File: src/rtl/dinit_pkg.sv
package dinit_pkg;
  typedef enum logic [2:0] {
    SQ_IDLE = 3'd0,
    SQ_CW1  = 3'd1,
    SQ_CW2  = 3'd2,
    SQ_FILL = 3'd3,
    SQ_DONE = 3'd4
  } seq_state_t;

  localparam logic KIND_CW   = 1'b0;
  localparam logic KIND_FILL = 1'b1;
endpackage

File: src/rtl/dinit_cfg_regs.sv
module dinit_cfg_regs #(
  parameter int CW_W   = 16,
  parameter int DATA_W = 32
) (
  input  logic              clk,
  input  logic              rst_n,
  input  logic              sw_wr,
  input  logic              sw_mem_en,
  input  logic              sw_skip_init,
  input  logic              sw_cw_en,
  input  logic              sw_fill_req,
  input  logic [CW_W-1:0]   sw_cw_a,
  input  logic [CW_W-1:0]   sw_cw_b,
  input  logic [DATA_W-1:0] sw_pattern,
  input  logic              seq_idle,
  input  logic              fill_clear,
  output logic              mem_en_q,
  output logic              skip_q,
  output logic              cw_en_q,
  output logic              pend_q,
  output logic [CW_W-1:0]   cw_a_q,
  output logic [CW_W-1:0]   cw_b_q,
  output logic [DATA_W-1:0] pat_q
);
  logic pend_d;

  always_comb begin
    pend_d = pend_q;
    if (fill_clear)
      pend_d = 1'b0;
    else if (sw_wr && sw_fill_req && seq_idle)
      pend_d = 1'b1;
  end

  always_ff @(posedge clk or negedge rst_n) begin
    if (!rst_n) begin
      mem_en_q <= 1'b0;
      skip_q   <= 1'b0;
      cw_en_q  <= 1'b0;
      cw_a_q   <= '0;
      cw_b_q   <= '0;
      pat_q    <= '0;
    end else if (sw_wr) begin
      mem_en_q <= sw_mem_en;
      skip_q   <= sw_skip_init;
      cw_en_q  <= sw_cw_en;
      cw_a_q   <= sw_cw_a;
      cw_b_q   <= sw_cw_b;
      pat_q    <= sw_pattern;
    end
  end

  always_ff @(posedge clk or negedge rst_n) begin
    if (!rst_n) pend_q <= 1'b0;
    else        pend_q <= pend_d;
  end

  AST_PEND_RISE_ONLY_IDLE: assert property (@(posedge clk) disable iff (!rst_n)
    $rose(pend_q) |-> $past(seq_idle));
  AST_PEND_FALL_ON_CLEAR: assert property (@(posedge clk) disable iff (!rst_n)
    $fell(pend_q) |-> $past(fill_clear));
endmodule

File: src/rtl/dinit_fill_ctr.sv
module dinit_fill_ctr #(
  parameter int DEPTH = 16,
  localparam int AW = (DEPTH > 2) ? $clog2(DEPTH) : 1
) (
  input  logic          clk,
  input  logic          rst_n,
  input  logic          clr,
  input  logic          step,
  output logic [AW-1:0] addr,
  output logic          last
);
  localparam logic [AW-1:0] LAST_ADDR = AW'(DEPTH - 1);
  logic [AW-1:0] addr_d;

  assign last = (addr == LAST_ADDR);

  always_comb begin
    addr_d = addr;
    if (clr)
      addr_d = '0;
    else if (step)
      addr_d = last ? '0 : addr + 1'b1;
  end

  always_ff @(posedge clk or negedge rst_n) begin
    if (!rst_n) addr <= '0;
    else        addr <= addr_d;
  end
endmodule

File: src/rtl/dinit_seq_fsm.sv
module dinit_seq_fsm
  import dinit_pkg::*;
#(
  parameter int CW_W   = 16,
  parameter int DATA_W = 32,
  parameter int AW     = 4
) (
  input  logic              clk,
  input  logic              rst_n,
  input  logic              mem_en,
  input  logic              skip,
  input  logic              cw_en,
  input  logic              pend,
  input  logic [CW_W-1:0]   cw_a,
  input  logic [CW_W-1:0]   cw_b,
  input  logic [DATA_W-1:0] pat,
  input  logic [AW-1:0]     fill_addr,
  input  logic              fill_last,
  input  logic              req_ready,
  output logic              seq_idle,
  output logic              fill_active,
  output logic              fill_clear,
  output logic              req_valid,
  output logic              req_kind,
  output logic [AW-1:0]     req_addr,
  output logic [DATA_W-1:0] req_data,
  output logic              init_done
);
  seq_state_t state_q, state_d;
  logic done_q, done_d, hs;

  assign hs          = req_valid && req_ready;
  assign seq_idle    = (state_q == SQ_IDLE);
  assign fill_active = (state_q == SQ_FILL);
  assign fill_clear  = fill_active && req_ready && fill_last;
  assign init_done   = done_q;

  always_comb begin
    state_d = state_q;
    case (state_q)
      SQ_IDLE: if (mem_en) begin
        if (cw_en && !skip) state_d = SQ_CW1;
        else if (pend)      state_d = SQ_FILL;
        else                state_d = SQ_DONE;
      end
      SQ_CW1:  if (hs) state_d = SQ_CW2;
      SQ_CW2:  if (hs) state_d = pend ? SQ_FILL : SQ_DONE;
      SQ_FILL: if (hs && fill_last) state_d = SQ_DONE;
      SQ_DONE: if (!mem_en) state_d = SQ_IDLE;
      default: state_d = SQ_IDLE;
    endcase
    done_d = (state_d == SQ_DONE) && (state_q != SQ_DONE);
  end

  always_comb begin
    req_valid = 1'b0;
    req_kind  = KIND_CW;
    req_addr  = '0;
    req_data  = '0;
    case (state_q)
      SQ_CW1: begin
        req_valid = 1'b1;
        req_data  = DATA_W'(cw_a);
      end
      SQ_CW2: begin
        req_valid = 1'b1;
        req_addr  = AW'(1);
        req_data  = DATA_W'(cw_b);
      end
      SQ_FILL: begin
        req_valid = 1'b1;
        req_kind  = KIND_FILL;
        req_addr  = fill_addr;
        req_data  = pat;
      end
      default: ;
    endcase
  end

  always_ff @(posedge clk or negedge rst_n) begin
    if (!rst_n) begin
      state_q <= SQ_IDLE;
      done_q  <= 1'b0;
    end else begin
      state_q <= state_d;
      done_q  <= done_d;
    end
  end

  AST_REQ_HOLD: assert property (@(posedge clk) disable iff (!rst_n)
    req_valid && !req_ready |=> req_valid && $stable(req_kind) && $stable(req_addr) && $stable(req_data));
  AST_DONE_ONE_CYCLE: assert property (@(posedge clk) disable iff (!rst_n)
    init_done |=> !init_done);
  AST_NO_REQ_AT_DONE: assert property (@(posedge clk) disable iff (!rst_n)
    init_done |-> !req_valid);
  AST_BYPASS_NO_CW: assert property (@(posedge clk) disable iff (!rst_n)
    (state_q == SQ_CW1) && $past(state_q == SQ_IDLE) |-> $past(!skip));
  AST_FILL_STARTS_ZERO: assert property (@(posedge clk) disable iff (!rst_n)
    (state_q == SQ_FILL) && $past(state_q != SQ_FILL) |-> (fill_addr == '0));
endmodule

File: src/rtl/dram_init_seq.sv
module dram_init_seq #(
  parameter int DEPTH  = 16,
  parameter int CW_W   = 16,
  parameter int DATA_W = 32,
  localparam int AW = (DEPTH > 2) ? $clog2(DEPTH) : 1
) (
  input  logic              clk,
  input  logic              rst_n,
  input  logic              sw_wr,
  input  logic              sw_mem_en,
  input  logic              sw_skip_init,
  input  logic              sw_cw_en,
  input  logic              sw_fill_req,
  input  logic [CW_W-1:0]   sw_cw_a,
  input  logic [CW_W-1:0]   sw_cw_b,
  input  logic [DATA_W-1:0] sw_pattern,
  output logic              fill_pending,
  output logic              req_valid,
  input  logic              req_ready,
  output logic              req_kind,
  output logic [AW-1:0]     req_addr,
  output logic [DATA_W-1:0] req_data,
  output logic              init_done
);
  logic mem_en_q, skip_q, cw_en_q, pend_q;
  logic [CW_W-1:0]   cw_a_q, cw_b_q;
  logic [DATA_W-1:0] pat_q;
  logic seq_idle, fill_active, fill_clear, fill_last;
  logic [AW-1:0] fill_addr;

  assign fill_pending = pend_q;

  dinit_cfg_regs #(.CW_W(CW_W), .DATA_W(DATA_W)) u_regs (
    .clk(clk), .rst_n(rst_n), .sw_wr(sw_wr), .sw_mem_en(sw_mem_en),
    .sw_skip_init(sw_skip_init), .sw_cw_en(sw_cw_en), .sw_fill_req(sw_fill_req),
    .sw_cw_a(sw_cw_a), .sw_cw_b(sw_cw_b), .sw_pattern(sw_pattern),
    .seq_idle(seq_idle), .fill_clear(fill_clear),
    .mem_en_q(mem_en_q), .skip_q(skip_q), .cw_en_q(cw_en_q), .pend_q(pend_q),
    .cw_a_q(cw_a_q), .cw_b_q(cw_b_q), .pat_q(pat_q)
  );

  dinit_fill_ctr #(.DEPTH(DEPTH)) u_ctr (
    .clk(clk), .rst_n(rst_n), .clr(!fill_active),
    .step(fill_active && req_ready), .addr(fill_addr), .last(fill_last)
  );

  dinit_seq_fsm #(.CW_W(CW_W), .DATA_W(DATA_W), .AW(AW)) u_fsm (
    .clk(clk), .rst_n(rst_n), .mem_en(mem_en_q), .skip(skip_q), .cw_en(cw_en_q),
    .pend(pend_q), .cw_a(cw_a_q), .cw_b(cw_b_q), .pat(pat_q),
    .fill_addr(fill_addr), .fill_last(fill_last), .req_ready(req_ready),
    .seq_idle(seq_idle), .fill_active(fill_active), .fill_clear(fill_clear),
    .req_valid(req_valid), .req_kind(req_kind), .req_addr(req_addr),
    .req_data(req_data), .init_done(init_done)
  );
endmodule

File: config.mk
export PLATFORM = sky130hd
export DESIGN_NAME = dram_init_seq
export DESIGN_NICKNAME = d
export VERILOG_FILES = /design/src/rtl/dinit_pkg.sv /design/src/rtl/dinit_cfg_regs.sv /design/src/rtl/dinit_fill_ctr.sv /design/src/rtl/dinit_seq_fsm.sv /design/src/rtl/dram_init_seq.sv
export SDC_FILE = /design/constraint.sdc
export NUM_CORES = 1
export LEC_CHECK = 0
export CORE_ASPECT_RATIO = 1.25
export CORE_MARGIN = 2
export CORE_UTILIZATION = 35
export CTS_BUF_LIST = sky130_fd_sc_hd__clkbuf_8
export DETAILED_ROUTE_END_ITERATION = 16
export DONT_BUFFER_PORTS = 1
export PLACE_DENSITY = 0.46
export SYNTH_ARGS = -nofsm -noshare
export SYNTH_HDL_FRONTEND = slang
export SYNTH_SLANG_ARGS = --single-unit
File: constraint.sdc
create_clock -name clk -period 1.9 [get_ports clk]
set_input_delay 0.38 -clock clk [delete_from_list [all_inputs] [get_ports clk]]
set_output_delay 0.38 -clock clk [all_outputs]
set_load 0.02 [all_outputs]
==> impl_metrics.csv, run 1 <==
group,metric,value,unit
sta,measured_slew_at_the_worst_slew_check_pin,0.4911,ns
global_routing,globalRouteMet2Util,0.2179,
logic_synthesis,synth_area_leaders,"sky130_fd_sc_hd__dfrtp_1 51%, sky130_fd_sc_hd__mux2_2 16%, sky130_fd_sc_hd__mux2_1 7.6%",
logic_synthesis,synth.yosys.seq_area_share,0.5113,
place,pre_cts_slack,0.1892,ns
global_routing,grt-busiest-layer,"met2",
run_status,run_status,"finished, violations left",
global_routing,globalRouteMet1Util,0.1869,
global_routing,largest_net_degree_at_the_start_of_global_routing,77,
logic_synthesis,yosysWarningCount,0,
place,hpwlAfterDp,5090,um
sta,timing.final.crit_share,1.058,
logic_synthesis,postSynth.asyncResetShare,1.000,
global_routing,grt.met3_usage,0.06262,
sta,slew_headroom,0.6726,
cells_and_area,area_growth_from_synthesis_to_layout,15.67,%
clock_network,number_of_buffers_inserted_during_clock_tree_synthesis,9,
logic_synthesis,synth.most_common_cell,"sky130_fd_sc_hd__dfrtp_1",
sta,min_period,2.011,ns
cells_and_area,layout.filler_cells,1011,
logic_synthesis,synth_largest_type_area_fraction,0.5113,
power,cellLeakagePower,1.783,nW
cells_and_area,post_route_cells_drive_above_1_share,0.4917,
cells_and_area,seq_area,0.001903,mm^2
floorplanning,core-area,0.01046,mm^2
floorplanning,initial_utilization,0.3557,
route,wl_per_cell,18.50,um
floorplanning,ioPinCount,112,
place,port_buffers,0,
setup_path,timing_worst_setup_path_type,"register to primary output",
setup_path,crit_fanout,5,
sta,grt_setup_unrepaired,"true",
clock_network,worstSkewPairLatency,0.35,ns
logic_synthesis,synth_top_cells_by_count,"76 x sky130_fd_sc_hd__dfrtp_1, 54 x sky130_fd_sc_hd__mux2_2, 25 x sky130_fd_sc_hd__mux2_1",
job,drv.max_cap_violation_count,0,
route,routed_wl,8065,um
run_status,failed_checks,"hold timing, setup timing",
floorplanning,chipHeight,119.3,um
floorplanning,placementRows,42,
cells_and_area,multi_input_area,0.001739,mm^2
setup_path,critPathCaptureType,"primary output",
route,route.vias.total,2229,
clock_network,clock_pin_slew_of_the_registers_on_the_worst_case_setup_and_hold_paths,0.08,ns
place,globalplace.congestion,0.7136,
sta,timing.final.hold_violations,76,
sta,final_critical_path_setup_slack,-0.1107,ns
logic_synthesis,syn_inst,282,
route,detailedRoute.firstPassIterationCount,4,
global_routing,global_route.usage.total,0.1461,
logic_synthesis,postSynthRegisterBits,76,
sta,totalNegativeSetupSlack,-1.177,ns
global_routing,antenna_found_initial,2,
route,route.antenna.remaining_nets,0,
logic_synthesis,synth_area_leader_cell,"sky130_fd_sc_hd__dfrtp_1",
logic_synthesis,synth_cell_type_count,40,
power,sw_frac_of_total,0.3522,
route,dr.first_iter.drc_count,60,
logic_synthesis,synthesis.area,0.003720,mm^2
clock_network,ctsRootBufferMaster,"sky130_fd_sc_hd__clkbuf_8",
floorplanning,die-area,0.01147,mm^2
clock_network,cts_buffer_depth,2,
setup_path,required_time_at_the_endpoint_of_the_critical_path,1.52,ns
floorplanning,chipWidth,96.21,um
route,residual_drc,0,
clock_network,cts.sink_count,76,
global_routing,grt_first_pass_wirelength,12610,um
power,clock_power_share,0.246,
worst_hold_path,worst_hold_path_type,"input port to async pin",
route,viasPerCell,5.112,
place,place.detailed.instances,410,
setup_path,r2r_setup_slack,0.32,ns
power,peakVddDrop,0.0004352,V
cells_and_area,final_nets,371,
sta,setup_violations,25,
sta,holdWs,-0.2858,ns
global_routing,first_global_vias,2395,
setup_path,cp.arrival,1.63,ns
cells_and_area,finalCoreUtilization,0.4115,
sta,maxSlewViolCount,0,
clock_network,tritoncts,"done",
power,power_report.internal_total,3.572,mW
logic_synthesis,synth.net_count,355,
sta,finClkSkew,0.007801,ns
clock_network,cts-htree-levels,3,
cells_and_area,layout.cells.non_filler,436,
setup_path,critical_path.startpoint_type,"register",
power,power_per_cell_area,1282,mW/mm^2
logic_synthesis,synth_top_flop_cell,"sky130_fd_sc_hd__dfrtp_1",
logic_synthesis,synth-edff-count,0,
logic_synthesis,syn_area_per_cell,13.19,um^2
power,share_comb_of_total_power,0.394,
global_routing,gr-total-overflow,0,
power,power.switching,1.942,mW
sta,fmax,0.4973,GHz
power,seq_power_share,0.360,
## placed cells by master, fill, tap and decap left out, types with 3 or more instances in the layout
cell type / instances
sky130_fd_sc_hd__nand2_1: 5
sky130_fd_sc_hd__dfrtp_1: 75
sky130_fd_sc_hd__nor2_1: 12
sky130_fd_sc_hd__buf_6: 6
sky130_fd_sc_hd__mux2_2: 52
sky130_fd_sc_hd__mux2_4: 6
sky130_fd_sc_hd__and2_4: 19
sky130_fd_sc_hd__buf_4: 15
sky130_fd_sc_hd__clkbuf_8: 10
sky130_fd_sc_hd__nand3_1: 3
sky130_fd_sc_hd__nor2b_1: 3
sky130_fd_sc_hd__mux2_1: 25
sky130_fd_sc_hd__inv_1: 3
sky130_fd_sc_hd__a21oi_1: 4
sky130_fd_sc_hd__nor2_2: 9
sky130_fd_sc_hd__nand2b_1: 3
sky130_fd_sc_hd__a22oi_2: 16
sky130_fd_sc_hd__o21ai_0: 3
## cell families (layout without fill, tap and decap cells)
logic type	after synthesis	in the layout	synth area share
AO/OA/AOI/OAI	34	34	0.07804
XOR/XNOR	1	1	0.002355
adder cells (fa/ha/maj)	1	1	0.003363
buffers and inverters	23	44	0.04709
flip-flops	76	76	0.5113
multiplexers	85	85	0.2607
other	0	1	0
AND/OR/NAND/NOR	62	62	0.09721
## through the flow
step | instance area [um^2] | total power, mW
floorplan | 3720 | 3.526
global placement | 3860 | 3.905
detailed placement | 3860 | 3.908
CTS | 4199 | 5.490
global route | 4303 | 5.876
finish | 4303 | 5.514
## worst max-delay path, stage by stage (launching register included)
cell	delay, ns
sky130_fd_sc_hd__dfrtp_2	0.46
sky130_fd_sc_hd__buf_6	0.13
sky130_fd_sc_hd__mux2_4	0.29
sky130_fd_sc_hd__a22oi_2	0.18
sky130_fd_sc_hd__nor2_1	0.06
sky130_fd_sc_hd__buf_4	0.17
## repair_timing
item / 4_1_cts / 5_1_grt
buffers inserted: 3 / 4
pin swaps: 3 / 12
setup endpoints to repair: 36 / 38
gates cloned: 0 / 2
endpoints found under the hold margin: 76 / 76
gates resized for setup: 52 / 15
## routing by layer
layer  share of wire  up-vias
li1                -     1022
met3           0.082        8
met2            0.47       77
met4           0.011        2
met5          0.0016        -
met1            0.43     1120
## final cells by class
type | count | share of cell area
sequential | 76 | 0.4423
antenna | 1 | 0.0005816
timing repair inverter | 2 | 0.005816
clock buffer | 10 | 0.03199
inverter | 2 | 0.004653
timing repair buffer | 24 | 0.05350
tap | 132 | 0.03838
multi-input combinational | 183 | 0.4042
clock inverter | 6 | 0.01861
## sequential cells by signal (all words and copies together), names as in the netlist, 3 cells and up
name           flops
u_ctr.addr         4
u_fsm.state_q      3
u_regs.cw_a_q     16
u_regs.cw_b_q     16
u_regs.pat_q      32
## worst paths after layout
check,from,to,cells past startpoint
min,rst_n,u_regs.cw_a_q[0],0
max reg2reg,u_fsm.state_q[0],u_fsm.state_q[0],6
min in group clk,sw_cw_a[14],u_regs.cw_a_q[14],1
max in group asynchronous,rst_n,u_regs.pat_q[3],0
min reg2reg,u_regs.cw_b_q[3],u_regs.cw_b_q[3],1
max,u_fsm.state_q[0],req_data[4],5
## power groups by stage
| stage | Clock [mW] | Sequential [mW] | Combinational [mW] |
|---|---|---|---|
| global placement | 0 | 2.00 | 1.90 |
| floorplan | 0 | 1.95 | 1.58 |
| detailed placement | 0 | 2.01 | 1.90 |
| CTS | 1.42 | 1.99 | 2.08 |
| finish | 1.36 | 1.98 | 2.17 |
| global route | 1.51 | 2.02 | 2.35 |
(Power assumes the default switching activity.)
==> inputs of run 2 (changes only) <==
- CORE_MARGIN: 2 -> not set
- GPL_TIMING_DRIVEN: not set -> 1
- TNS_END_PERCENT: not set -> 1
==> impl_metrics.csv, run 2 (synthesis gave the netlist of run 1 again) <==
group,metric,value,unit
sta,holdWs,-0.2826,ns
clock_network,ctsRootBufferMaster,"sky130_fd_sc_hd__clkbuf_8",
cells_and_area,layout_commonest_cell,"sky130_fd_sc_hd__dfrtp_1",
floorplanning,placementRows,41,
setup_path,required_time_at_the_endpoint_of_the_critical_path,1.52,ns
cells_and_area,reg_top3,"u_regs.pat_q: 32 flops, u_regs.cw_a_q: 16 flops, u_regs.cw_b_q: 16 flops",
floorplanning,chipWidth,94.21,um
sta,slew_headroom,0.6842,
setup_path,critical_path.startpoint_type,"register",
setup_path,critPathCaptureType,"primary output",
floorplanning,ioPinCount,112,
clock_network,worstSkewPairLatency,0.35,ns
place,globalplace.congestion,0.7000,
global_routing,first_global_vias,2339,
power,power_per_cell_area,1270,mW/mm^2
route,route.antenna.remaining_nets,0,
setup_path,crit_fanout,13,
floorplanning,chipHeight,117.3,um
sta,grt_setup_unrepaired,"true",
global_routing,gr-total-overflow,0,
sta,fmax,0.4945,GHz
clock_network,cts_buffer_depth,2,
floorplanning,core-area,0.01021,mm^2
sta,finClkSkew,0.004317,ns
run_status,run_status,"finished, violations left",
setup_path,r2r_setup_slack,0.48,ns
sta,measured_slew_at_the_worst_slew_check_pin,0.4737,ns
setup_path,timing_worst_setup_path_type,"register to primary output",
cells_and_area,largest_register_ff_count,32,
setup_path,path_cells,"buf_12 > buf_4 > mux2_1 > a22oi_2 > nor2_2",
route,wl_per_cell,18.08,um
setup_path,crit_slowest_cell,"sky130_fd_sc_hd__dfrtp_2",
place,port_buffers,0,
route,route.vias.total,2182,
clock_network,clock_pin_slew_of_the_registers_on_the_worst_case_setup_and_hold_paths,0.08,ns
clock_network,cts-htree-levels,3,
sta,min_period,2.022,ns
sta,maxSlewViolCount,0,
floorplanning,initial_utilization,0.3644,
cells_and_area,layout.cells.most_common_list,"75 x sky130_fd_sc_hd__dfrtp_1, 51 x sky130_fd_sc_hd__mux2_2, 25 x sky130_fd_sc_hd__mux2_1",
floorplanning,die-area,0.01105,mm^2
sta,timing.final.hold_violations,76,
clock_network,tritoncts,"done",
clock_network,cts.sink_count,76,
cells_and_area,largest_register,"u_regs.pat_q",
worst_hold_path,worst_hold_path_type,"input port to async pin",
power,finalPower,5.288,mW
job,drv.max_cap_violation_count,0,
route,routed_wl,7685,um
run_status,failed_checks,"hold timing, setup timing",
power,peakVddDrop,0.0005015,V
route,viasPerCell,5.134,
route,dr.first_iter.drc_count,42,
sta,setup_violations,13,
setup_path,cpPeakStageDelay,0.45,ns
setup_path,r2r-end,"u_fsm.init_done",
global_routing,largest_net_degree_at_the_start_of_global_routing,77,
power,cellLeakagePower,1.732,nW
cells_and_area,area_growth_from_synthesis_to_layout,11.94,%
cells_and_area,post_route_cells_drive_above_1_share,0.4797,
global_routing,global_route.usage.total,0.1509,
place,hpwlAfterDp,5086,um
place,pre_cts_slack,0.1844,ns
setup_path,worst_r2r_startpoint,"u_fsm.state_q[1]",
route,detailedRoute.firstPassIterationCount,4,
setup_path,cp.arrival,1.64,ns
global_routing,grt_first_pass_wirelength,12280,um
cells_and_area,n_antenna_cell,0,
cells_and_area,layout.cells.non_filler,425,
setup_path,reg2regPathDepth,4,
sta,timing.final.crit_share,1.064,
cells_and_area,final_nets,364,
place,place.detailed.instances,408,
global_routing,antenna_found_initial,1,
clock_network,number_of_buffers_inserted_during_clock_tree_synthesis,9,
sta,final_critical_path_setup_slack,-0.1224,ns
route,residual_drc,0,
run 2: power breakdown:
group | switching (mW) | internal (mW) | leakage (nW)
clock network | 0.599 | 0.749 | 0.112
logic | 1.09 | 0.878 | 0.719
registers | 0.165 | 1.81 | 0.902
total | 1.85 | 3.44 | 1.73
run 2: worst max-delay path, delay by kind of cell, from the launching register on:
family | cells | cell delay, ns
buffers and inverters | 2 | 0.29
muxes | 1 | 0.31
and+or+nand+nor | 1 | 0.10
DFF | 1 | 0.45
AOI/OAI and AO/OA | 1 | 0.13
run 2: per-layer routing:
| layer | track usage | wire length [um] |
|---|---|---|
| met4 | 0.07077 | 127 |
| met1 | 0.1851 | 3371 |
| met2 | 0.2382 | 3612 |
| met3 | 0.05168 | 555 |
| met5 | 0 | 17 |
run 2: repair_timing:
action                                  4_1_cts  5_1_grt
endpoints found under the setup margin       36       36
pin swaps                                     1        0
hold endpoints to repair                     76       76
setup buffers                                 0        1
resized for setup                            31        4
gates cloned                                  0        0
run 2: area by class of cell:
type                       count  area [um^2]
fill                         990         6045
sequential                    76         1903
multi-input combinational    183         1700
clock buffer                  13        178.9
timing repair buffer          19        162.7
tap                          129        161.4
clock inverter                 3        42.54
inverter                       2        15.01
run 2: per-stage QoR:
step                instance area [um^2]  TNS, ns  utilization
finish                              4164  -0.7377       0.4079
global route                        4164   -2.361       0.4079
CTS                                 4143   -1.219       0.4058
detailed placement                  3851        0       0.3773
global placement                    3851        0       0.3773
floorplan                           3720        0            -
run 2: how the worst max path moves through the flow:
stage,start,endpoint,cells after the start
6_report,u_fsm.state_q[0],req_data[9],5
5_1_grt,u_fsm.state_q[0],req_data[11],5
4_1_cts,u_fsm.state_q[0],req_data[10],5
3_5_place_dp,u_fsm.state_q[0],req_data[10],5
3_3_place_gp,u_fsm.state_q[0],req_data[10],5
2_1_floorplan,u_fsm.state_q[0],req_data[4],6
==> inputs of run 3 (changes only) <==
- CORE_MARGIN: not set -> 2
- CORE_UTILIZATION: 35 -> 40
- PLACE_DENSITY: 0.46 -> 0.51
==> impl_metrics.csv, run 3 (synthesis gave the netlist of run 1 again) <==
group,metric,value,unit
floorplanning,chipWidth,90.26,um
floorplanning,core-area,0.009076,mm^2
setup_path,cp.arrival,1.66,ns
place,pre_cts_slack,0.1801,ns
power,peakVddDrop,0.0005639,V
sta,holdWs,-0.2912,ns
setup_path,worstPathBufferInverterCount,2,
floorplanning,die-area,0.01009,mm^2
cells_and_area,area_growth_from_synthesis_to_layout,14.06,%
place,globalplace.congestion,0.7357,
clock_network,number_of_buffers_inserted_during_clock_tree_synthesis,9,
setup_path,critical-path-top-delay-family,"flip-flops",
route,viasPerCell,5.147,
route,residual_drc,0,
job,drv.max_cap_violation_count,0,
sta,timing.final.crit_share,1.072,
power,power_per_cell_area,1286,mW/mm^2
global_routing,largest_net_degree_at_the_start_of_global_routing,77,
sta,timing.final.hold_violations,76,
setup_path,crit_fanout,8,
cells_and_area,multi_input_area,0.001750,mm^2
route,route.vias.total,2172,
setup_path,timing_worst_setup_path_type,"register to primary output",
clock_network,cts_buffer_depth,2,
run_status,failed_checks,"hold timing, setup timing",
cells_and_area,largest_register,"u_regs.pat_q",
cells_and_area,post_route_cells_drive_above_1_share,0.4899,
sta,fmax,0.4910,GHz
route,wl_met3,535,um
sta,finClkSkew,0.004618,ns
clock_network,tritoncts,"done",
sta,grt_setup_unrepaired,"true",
clock_network,cts.sink_count,76,
cells_and_area,layout.filler_cells,851,
sta,slew_headroom,0.6999,
sta,maxSlewViolCount,0,
route,routed_wl,7429,um
route,dr.first_iter.drc_count,64,
global_routing,first_global_vias,2371,
place,placement.cell_area,0.003861,mm^2
clock_network,worstSkewPairLatency,0.36,ns
floorplanning,ioPinCount,112,
setup_path,worst_r2r_startpoint,"u_fsm.state_q[0]",
sta,final_critical_path_setup_slack,-0.1365,ns
clock_network,cts-htree-levels,3,
sta,min_period,2.037,ns
global_routing,gr-total-overflow,0,
cells_and_area,seq_area,0.001903,mm^2
cells_and_area,final_nets,366,
sta,measured_slew_at_the_worst_slew_check_pin,0.4502,ns
floorplanning,initial_utilization,0.4098,
setup_path,critical_path.startpoint_type,"register",
cells_and_area,layout.cells.most_common_list,"75 x sky130_fd_sc_hd__dfrtp_1, 51 x sky130_fd_sc_hd__mux2_2, 25 x sky130_fd_sc_hd__mux2_1",
place,hpwlAfterDp,4829,um
setup_path,required_time_at_the_endpoint_of_the_critical_path,1.52,ns
cells_and_area,largest_register_ff_count,32,
power,cellLeakagePower,1.755,nW
floorplanning,chipHeight,111.8,um
run_status,run_status,"finished, violations left",
setup_path,cpMostUsedCell,"sky130_fd_sc_hd__buf_12",
clock_network,clock_pin_slew_of_the_registers_on_the_worst_case_setup_and_hold_paths,0.08,ns
route,route.antenna.remaining_nets,0,
setup_path,path_cells,"buf_12 > buf_12 > mux2_1 > a22oi_2 > nor2_2",
setup_path,cpPeakStageDelay,0.43,ns
clock_network,ctsRootBufferMaster,"sky130_fd_sc_hd__clkbuf_8",
setup_path,critPathLaunch,"u_fsm.state_q[0]",
global_routing,antenna_found_initial,1,
cells_and_area,layout_commonest_cell,"sky130_fd_sc_hd__dfrtp_1",
global_routing,global_route.usage.total,0.1548,
setup_path,critPathCaptureType,"primary output",
cells_and_area,fin_area,0.004243,mm^2
sta,setup_violations,18,
route,wl_per_cell,17.60,um
cells_and_area,reg_top3,"u_regs.pat_q: 32 flops, u_regs.cw_a_q: 16 flops, u_regs.cw_b_q: 16 flops",
setup_path,crit_slowest_cell,"sky130_fd_sc_hd__dfrtp_1",
global_routing,grt_first_pass_wirelength,12140,um
route,wl_met1,3127,um
place,port_buffers,0,
route,detailedRoute.firstPassIterationCount,4,
floorplanning,placementRows,39,
worst_hold_path,worst_hold_path_type,"input port to async pin",
route,met2WireLength,3633,um
power,finalPower,5.456,mW
route,routed.top_layer,"met4",
## run 3: routing by layer
layer / up-vias / GRT usage
met1: 1071 / 0.1888
met2: 78 / 0.2411
li1: 1012 / -
met5: - / 0
met4: 0 / 0.06769
met3: 11 / 0.06428
## run 3: worst paths after layout
path / slack [ns] / cells after the start / end
max reg2reg: 0.47 / 5 / u_fsm.state_q[0]
min in group clk: 0.15 / 1 / u_regs.cw_a_q[8]
min reg2reg: 0.50 / 1 / u_regs.cw_b_q[2]
min: -0.29 / 0 / u_ctr.addr[2]
max in group asynchronous: 2.07 / 0 / u_regs.pat_q[1]
max: -0.14 / 5 / req_data[6]
## run 3: cell type report
cell class                 count  area share
sequential                    76      0.4485
multi-input combinational    183      0.4126
timing repair buffer          21     0.04777
tap                          123     0.03627
clock buffer                   9     0.02919
clock inverter                 7     0.02153
inverter                       2    0.003539
antenna                        1   0.0005898
## run 3: stage by stage
stage	TNS, ns	util	instances	hold WS [ns]
after floorplan	0	-	282	0.08441
after global placement	0	0.4254	401	0.08608
after detailed placement	0	0.4254	401	0.08685
after CTS	-2.411	0.4621	420	-0.3135
after global routing	-4.351	0.4675	422	-0.3258
final	-1.548	0.4675	422	-0.2912
## run 3: report_power, final
part | switching, mW | leakage [nW] | total, mW | internal, mW
clock | 0.612 | 0.109 | 1.35 | 0.734
sequential | 0.169 | 0.902 | 1.98 | 1.81
combinational | 1.14 | 0.744 | 2.13 | 0.993
## run 3: what timing repair did
item / in CTS / in global routing
pin swaps: 10 / 0
buffers inserted: 3 / 1
endpoints found under the setup margin: 37 / 36
endpoints found under the hold margin: 76 / 76
gates resized for setup: 46 / 9
